`src/rtl/kwdt_pkg.sv`:
```
package kwdt_pkg;

   localparam logic [15:0] WR_KEY      = 16'h16AA;
   localparam logic [12:0] RESTART_PAT = 13'h14AF;
   localparam logic [7:0]  OFS_CTRL    = 8'h10;
   localparam logic [7:0]  OFS_CFG     = 8'h14;
   localparam logic [7:0]  OFS_MODE    = 8'h18;
   localparam int          TICKS_W     = 6;

   typedef enum logic [1:0] {
      ACT_NONE   = 2'b00,
      ACT_SYSRST = 2'b01,
      ACT_RSV2   = 2'b10,
      ACT_RSV3   = 2'b11
   } act_e;

   // timeout code -> half-second ticks
   function automatic logic [TICKS_W-1:0] code_ticks(input logic [3:0] c);
      logic [TICKS_W-1:0] t;
      case (c)
         4'h0:                         t = TICKS_W'(1);
         4'h1, 4'h2, 4'h3, 4'h4,
         4'h5, 4'h6, 4'h7:             t = TICKS_W'({c, 1'b0});
         4'h8:                         t = TICKS_W'(20);
         4'h9:                         t = TICKS_W'(24);
         4'hA:                         t = TICKS_W'(28);
         default:                      t = TICKS_W'(32);
      endcase
      return t;
   endfunction

endpackage

```
`src/rtl/kwdt_regs.sv`:
```
module kwdt_regs
   import kwdt_pkg::*;
#(
   parameter int ADDR_W = 8
) (
   input  logic                 clk,
   input  logic                 rst_n,
   input  logic                 wr_en,
   input  logic [ADDR_W-1:0]    addr,
   input  logic [31:0]          wdata,
   output logic [31:0]          rdata,
   output logic                 en_q,
   output act_e                 act_q,
   output logic                 load,
   output logic                 stop,
   output logic [TICKS_W-1:0]   load_ticks
);

   logic [3:0] code_q;
   logic       sel_ctrl, sel_cfg, sel_mode, key_ok;
   logic       mode_wr, cfg_wr, restart_ok;
   logic       new_en;
   logic [3:0] new_code;

   assign sel_ctrl   = (addr == ADDR_W'(OFS_CTRL));
   assign sel_cfg    = (addr == ADDR_W'(OFS_CFG));
   assign sel_mode   = (addr == ADDR_W'(OFS_MODE));
   assign key_ok     = (wdata[31:16] == WR_KEY);
   assign mode_wr    = wr_en && sel_mode && key_ok;
   assign cfg_wr     = wr_en && sel_cfg && key_ok;
   assign restart_ok = wr_en && sel_ctrl && (wdata[12:0] == RESTART_PAT);
   assign new_en     = wdata[0];
   assign new_code   = wdata[7:4];

   assign load = (mode_wr && new_en && (!en_q || (new_code != code_q)))
              || (restart_ok && en_q);
   assign stop = mode_wr && !new_en;
   assign load_ticks = code_ticks(mode_wr ? new_code : code_q);

   always_ff @(posedge clk or negedge rst_n) begin
      if (!rst_n) begin
         en_q   <= 1'b0;
         code_q <= 4'h0;
         act_q  <= ACT_NONE;
      end else begin
         if (mode_wr) begin
            en_q   <= new_en;
            code_q <= new_code;
         end
         if (cfg_wr) begin
            act_q <= act_e'(wdata[1:0]);
         end
      end
   end

   always_comb begin
      rdata = 32'h0;
      if (sel_cfg)  rdata[1:0] = act_q;
      if (sel_mode) rdata[7:0] = {code_q, 3'b000, en_q};
   end


   bad_key_chk: assert property (@(posedge clk) disable iff (!rst_n)
      (wr_en && sel_mode && !key_ok) |=> ($stable(en_q) && $stable(code_q)));

endmodule

```
`src/rtl/kwdt_tick.sv`:
```
module kwdt_tick #(
   parameter int DIV = 4
) (
   input  logic clk,
   input  logic rst_n,
   input  logic run,
   input  logic clr,
   output logic tick
);

   generate
      if (DIV == 1) begin : g_pass
         assign tick = run && !clr;
      end else begin : g_div
         localparam int PW = $clog2(DIV);
         logic [PW-1:0] cnt_q;

         always_ff @(posedge clk or negedge rst_n) begin
            if (!rst_n)                       cnt_q <= '0;
            else if (clr || !run)             cnt_q <= '0;
            else if (cnt_q == PW'(DIV - 1))   cnt_q <= '0;
            else                              cnt_q <= cnt_q + 1'b1;
         end

         assign tick = run && !clr && (cnt_q == PW'(DIV - 1));


         tick_gap_chk: assert property (@(posedge clk) disable iff (!rst_n)
            tick |=> !tick);
      end
   endgenerate

endmodule

```
`src/rtl/kwdt_count.sv`:
```
module kwdt_count
   import kwdt_pkg::*;
(
   input  logic               clk,
   input  logic               rst_n,
   input  logic               en,
   input  logic               load,
   input  logic               stop,
   input  logic [TICKS_W-1:0] load_val,
   input  logic               tick,
   output logic               expired
);

   logic [TICKS_W-1:0] cnt_q;

   always_ff @(posedge clk or negedge rst_n) begin
      if (!rst_n) begin
         cnt_q   <= '0;
         expired <= 1'b0;
      end else if (load) begin
         cnt_q   <= load_val;
         expired <= 1'b0;
      end else if (stop || !en) begin
         expired <= 1'b0;
      end else if (tick && !expired) begin
         if (cnt_q <= TICKS_W'(1)) begin
            cnt_q   <= '0;
            expired <= 1'b1;
         end else begin
            cnt_q <= cnt_q - 1'b1;
         end
      end
   end


   exp_hold_chk: assert property (@(posedge clk) disable iff (!rst_n)
      (expired && en && !load && !stop) |=> expired);


   no_climb_chk: assert property (@(posedge clk) disable iff (!rst_n)
      !load |=> (cnt_q <= $past(cnt_q)));

endmodule

```
`src/rtl/kwdt_pulse.sv`:
```
module kwdt_pulse #(
   parameter int LEN = 16
) (
   input  logic clk,
   input  logic rst_n,
   input  logic expired,
   input  logic arm,
   output logic pulse_o
);

   localparam int CW = $clog2(LEN + 1);

   logic [CW-1:0] pcnt_q;
   logic          exp_d;
   logic          fire;

   assign fire = expired && !exp_d && arm;

   always_ff @(posedge clk or negedge rst_n) begin
      if (!rst_n) begin
         pcnt_q <= '0;
         exp_d  <= 1'b0;
      end else begin
         exp_d <= expired;
         if (pcnt_q != '0)  pcnt_q <= pcnt_q - 1'b1;
         else if (fire)     pcnt_q <= CW'(LEN);
      end
   end

   assign pulse_o = (pcnt_q != '0);

endmodule

```
`src/rtl/kwdt_top.sv`:
```
module kwdt_top
   import kwdt_pkg::*;
#(
   parameter int ADDR_W    = 8,
   parameter int TICK_DIV  = 25_000_000,
   parameter int PULSE_LEN = 16
) (
   input  logic              clk,
   input  logic              rst_n,
   input  logic              wr_en,
   input  logic [ADDR_W-1:0] addr,
   input  logic [31:0]       wdata,
   output logic [31:0]       rdata,
   output logic              sys_rst_o
);

   if (ADDR_W < 5)     $error("ADDR_W too small for register offsets");
   if (TICK_DIV < 1)   $error("TICK_DIV must be at least 1");
   if (PULSE_LEN < 1)  $error("PULSE_LEN must be at least 1");

   logic               en_q, load, stop, tick, expired;
   act_e               act_q;
   logic [TICKS_W-1:0] load_ticks;

   kwdt_regs #(.ADDR_W(ADDR_W)) u_regs (
      .clk        (clk),
      .rst_n      (rst_n),
      .wr_en      (wr_en),
      .addr       (addr),
      .wdata      (wdata),
      .rdata      (rdata),
      .en_q       (en_q),
      .act_q      (act_q),
      .load       (load),
      .stop       (stop),
      .load_ticks (load_ticks)
   );

   kwdt_tick #(.DIV(TICK_DIV)) u_tick (
      .clk   (clk),
      .rst_n (rst_n),
      .run   (en_q),
      .clr   (load || stop),
      .tick  (tick)
   );

   kwdt_count u_count (
      .clk      (clk),
      .rst_n    (rst_n),
      .en       (en_q),
      .load     (load),
      .stop     (stop),
      .load_val (load_ticks),
      .tick     (tick),
      .expired  (expired)
   );

   kwdt_pulse #(.LEN(PULSE_LEN)) u_pulse (
      .clk     (clk),
      .rst_n   (rst_n),
      .expired (expired),
      .arm     (act_q == ACT_SYSRST),
      .pulse_o (sys_rst_o)
   );

   logic [31:0] hi_cnt;
   always_ff @(posedge clk or negedge rst_n) begin
      if (!rst_n)          hi_cnt <= '0;
      else if (sys_rst_o)  hi_cnt <= hi_cnt + 1'b1;
      else                 hi_cnt <= '0;
   end


   rst_src_chk: assert property (@(posedge clk) disable iff (!rst_n)
      $rose(sys_rst_o) |-> ($past(expired) && ($past(act_q) == ACT_SYSRST)));


   pulse_len_chk: assert property (@(posedge clk) disable iff (!rst_n)
      $fell(sys_rst_o) |-> (hi_cnt == 32'(PULSE_LEN)));


   idle_clear_chk: assert property (@(posedge clk) disable iff (!rst_n)
      !en_q |-> !expired);

endmodule

```
`config.mk`:
```
export PLATFORM = sky130hd
export DESIGN_NAME = kwdt_top
export DESIGN_NICKNAME = d
export VERILOG_FILES = /design/src/rtl/kwdt_pkg.sv /design/src/rtl/kwdt_regs.sv /design/src/rtl/kwdt_tick.sv /design/src/rtl/kwdt_count.sv /design/src/rtl/kwdt_pulse.sv /design/src/rtl/kwdt_top.sv
export SDC_FILE = /design/constraint.sdc
export NUM_CORES = 1
export LEC_CHECK = 0
export BUFFER_PORTS_ARGS = -buffer_cell sky130_fd_sc_hd__buf_2
export CAP_MARGIN = 20
export CORE_MARGIN = 5
export CORE_UTILIZATION = 35
export CTS_BUF_LIST = sky130_fd_sc_hd__clkbuf_4
export DETAILED_ROUTE_END_ITERATION = 8
export GPL_ROUTABILITY_DRIVEN = 0
export MAX_ROUTING_LAYER = met4
export PLACE_DENSITY_LB_ADDON = 0.12
export SYNTH_ARGS = -nofsm -noshare
export SYNTH_HDL_FRONTEND = slang
export SYNTH_HIERARCHICAL = 1
export SYNTH_SLANG_ARGS = --single-unit
```
`constraint.sdc`:
```
create_clock -name clk -period 5.2 [get_ports clk]
set_input_delay 0.78 -clock clk [delete_from_list [all_inputs] [get_ports clk]]
set_output_delay 0.78 -clock clk [all_outputs]
set_load 0.05 [all_outputs]
```
==> out/results.tsv <==
stage	metric	value	unit
grt	use_met2	19.44	%
place	io_buffers	46	
layout	drive_above_1_share	22.62	%
clock_network	postCtsSetupRepairBufs	0	
layout	finalNonFillerCells	475	
sta	slew_violations	0	
hold_path	min_path_type	in -> async	
power	p_per_area	193.7	mW/mm2
critical_path	path_cells	buf_2 > or4b_4 > nor3_4 > nand4_1 > o22ai_1 > or2_1 > nand2b_1 > nor2_1 > nor4bb_1 > buf_4 > a311o_1 > nand3_1	
clock_network	cts_tree	yes	
critical_path	worstSetupPathType	in -> reg	
synthesis	avgSynthCellArea	9.495	um2
clock_network	clk_latency	0.36	ns
sta	tns	0	ns
clock_network	clkSinkCount	45	
clock_network	numCtsBuffers	5	
critical_path	critPathRequiredTime	5.51	ns
sta	maxSlewHeadroom	39.01	%
grt	grt_pass1_vias	2431	
outcome	status	completed	
critical_path	crit_path_end_kind	register	
drt	drt_first_pass_iters	4	
sta	holdWs	0.2787	ns
sta	setup_viol	0	
drt	drc	0	
synthesis	yosys_warnings	6	
sta	setup_slack	1.812	ns
sta	fin_crit	3.388	ns
grt	grt_first_pass_wirelength	11470	um
sta	fmax	295.2	MHz
sta	fin_skew	0.01189	ns
power	power.switching	0.1846	mW
grt	grt_use_total	12.62	%
layout	fin_util	38.91	%
synthesis	yosysUniqueCellTypes	62	
clock_network	clk_pin_slew	0.14	ns
floorplanning	die_w	104.0	um
floorplanning	core	0.008678	mm2
synthesis	async_flop_share	100.0	%
layout	fin_nets	413	
critical_path	setup.reg_to_reg.worst_slack	2.29	ns
layout	layout_commonest_cell	buf_2	
floorplanning	rows	34	
floorplanning	die_height	104.0	um
place	pre_cts_ws	1.441	ns
layout	final_cell_mix	buf_2 (46), dfrtp_1 (45), nor2_1 (30)	
power	p_seq_share	53.5	%
clock_network	cts_max_level	2	
clock_network	cts-root-buf	clkbuf_4	
sta	rsz0062_at_grt	no	
sta	min_period_over_period	65.15	%
critical_path	crit_start	addr[5]	
synthesis	synth_edf_count	0	
power	peakVddDrop	0.1239	mV
grt	grt_util_met3	2.235	%
critical_path	critPathSlowestCell	o22ai_1	
power	intPower	0.4696	mW
drt	drt_iter0_drc	76	
critical_path	critPathArrivalTime	3.69	ns
sta	tightest_slew	0.9149	ns
clock_network	clockBufferDepth	2	
grt	grtUsageMet1	17.01	%
critical_path	cpPeakStageDelay	0.74	ns
place	place_inst	466	
drt	wl	6457	um
synthesis	yosysSeqAreaShare	36.38	%
drt	avgRoutedWirePerCell	13.59	um
floorplanning	start_util	35.67	%
sta	hold_viol	0	
synthesis	synthFlopType	dfrtp_1	
power	leakage	1.453	nW
drt	vias	2382	
run	drv_cap	0	
synthesis	syn_area	0.003095	mm2
layout	n_antenna_cell	0	
grt	grt_overflow_total	0	
grt	grt_max_degree	46	
critical_path	cp-start-kind	input port	
drt	drtAntennaViolNets	0	
synthesis	ys_ff_latch	45	
grt	antenna_found_initial	0	
critical_path	r2r_start	u_regs/code_q[0]	
power	comb_power_share	11.9	%
clock_network	ctsHoldBuffers	0	
clock_network	post_cts_resized	0	
grt	grt_busiest_layer	met2	
power	p_sw_share	28.22	%
floorplanning	io_pins	76	
power	power_frac_clock	34.6	%
synthesis	syn_inst	326	
place	dp_hpwl	4729	um
layout	area_growth	9.095	%
floorplanning	dieArea	0.01083	mm2
drt	vias_per_cell	5.015	
critical_path	cp_max_fo	10	
==> cell type report <==
| cell class | count | area, um2 |
|---|---|---|
| clock inverters | 3 | 46.29 |
| inverters | 13 | 48.80 |
| clock buffers | 5 | 37.54 |
| well taps | 108 | 135.1 |
| fillers | 900 | 5301 |
| flip-flops and latches | 45 | 1126 |
| multi-input cells | 253 | 1725 |
| repair buffers | 48 | 257.7 |
==> metrics by stage <==
step / instance area, um2 / power (mW)
after global routing: 3377 / 0.6891
after global placement: 3273 / 0.4326
after detailed placement: 3273 / 0.4334
after floorplan: 3189 / 0.4238
after CTS: 3357 / 0.6677
final: 3377 / 0.6542
==> kinds of logic (layout without fill, tap and decap cells) <==
kind of cell,count (synthesis),count (layout),synth area share [%]
mux,18,18,7.033
buf+inv,53,69,10.91
fa+ha+maj,4,4,1.617
flops,45,45,36.38
simple gates,142,142,28.33
other cells,1,26,0.1211
compound gates,41,41,9.378
xor+xnor,22,22,6.225
==> power groups by stage <==
stage	Clock (mW)	Combinational (mW)	Sequential (mW)
2_1_floorplan	0	0.0672	0.357
3_3_place_gp	0	0.0760	0.357
3_5_place_dp	0	0.0768	0.357
4_1_cts	0.241	0.0768	0.350
5_1_grt	0.255	0.0843	0.350
6_report	0.226	0.0779	0.350
==> registers in the layout, indices dropped and copies added (netlist names) <==
signal	flops
u_regs/act_q	2
u_count/cnt_q	6
u_regs/en_q	1
u_pulse/pcnt_q	5
u_pulse/exp_d	1
u_regs/code_q	4
u_count/expired	1
u_tick/g_div.cnt_q	25
==> Yosys cell counts, drive strengths merged, types with 8 or more instances <==
| cell type | n | share of area [%] |
|---|---|---|
| clkbuf | 8 | 0.97 |
| buf | 32 | 8.4 |
| nand4 | 13 | 2.8 |
| inv | 13 | 1.6 |
| nand2 | 19 | 2.3 |
| or4 | 8 | 2.2 |
| a21oi | 12 | 2.1 |
| xnor2 | 11 | 3.1 |
| xor2 | 11 | 3.1 |
| dfrtp | 45 | 36 |
| mux2 | 12 | 5.1 |
| nor2 | 30 | 3.6 |
| nand3 | 12 | 2.1 |
| and3 | 8 | 1.6 |
==> metal layers <==
metal | up-vias | share of wire, %
met4 | 0 | 1.4
met3 | 5 | 4.8
met1 | 1101 | 50
met5 | - | 0
met2 | 67 | 44
li1 | 1209 | -
==> final timing paths <==
kind	end	cells past startpoint
worst max-delay path	u_count/cnt_q[4]	12
worst min-delay path	u_tick/g_div.cnt_q[24]	1
worst max register to register	u_count/cnt_q[3]	10
worst min register to register	u_pulse/exp_d	0
min in group clk	u_pulse/exp_d	0
max in group asynchronous	u_tick/g_div.cnt_q[9]	2
==> critical path, delay by kind of cell <==
family	cells	cell delay, ns
buf+inv	2	0.27
compound gates	2	1.09
simple gates	8	1.55
(Power assumes the default switching activity.)
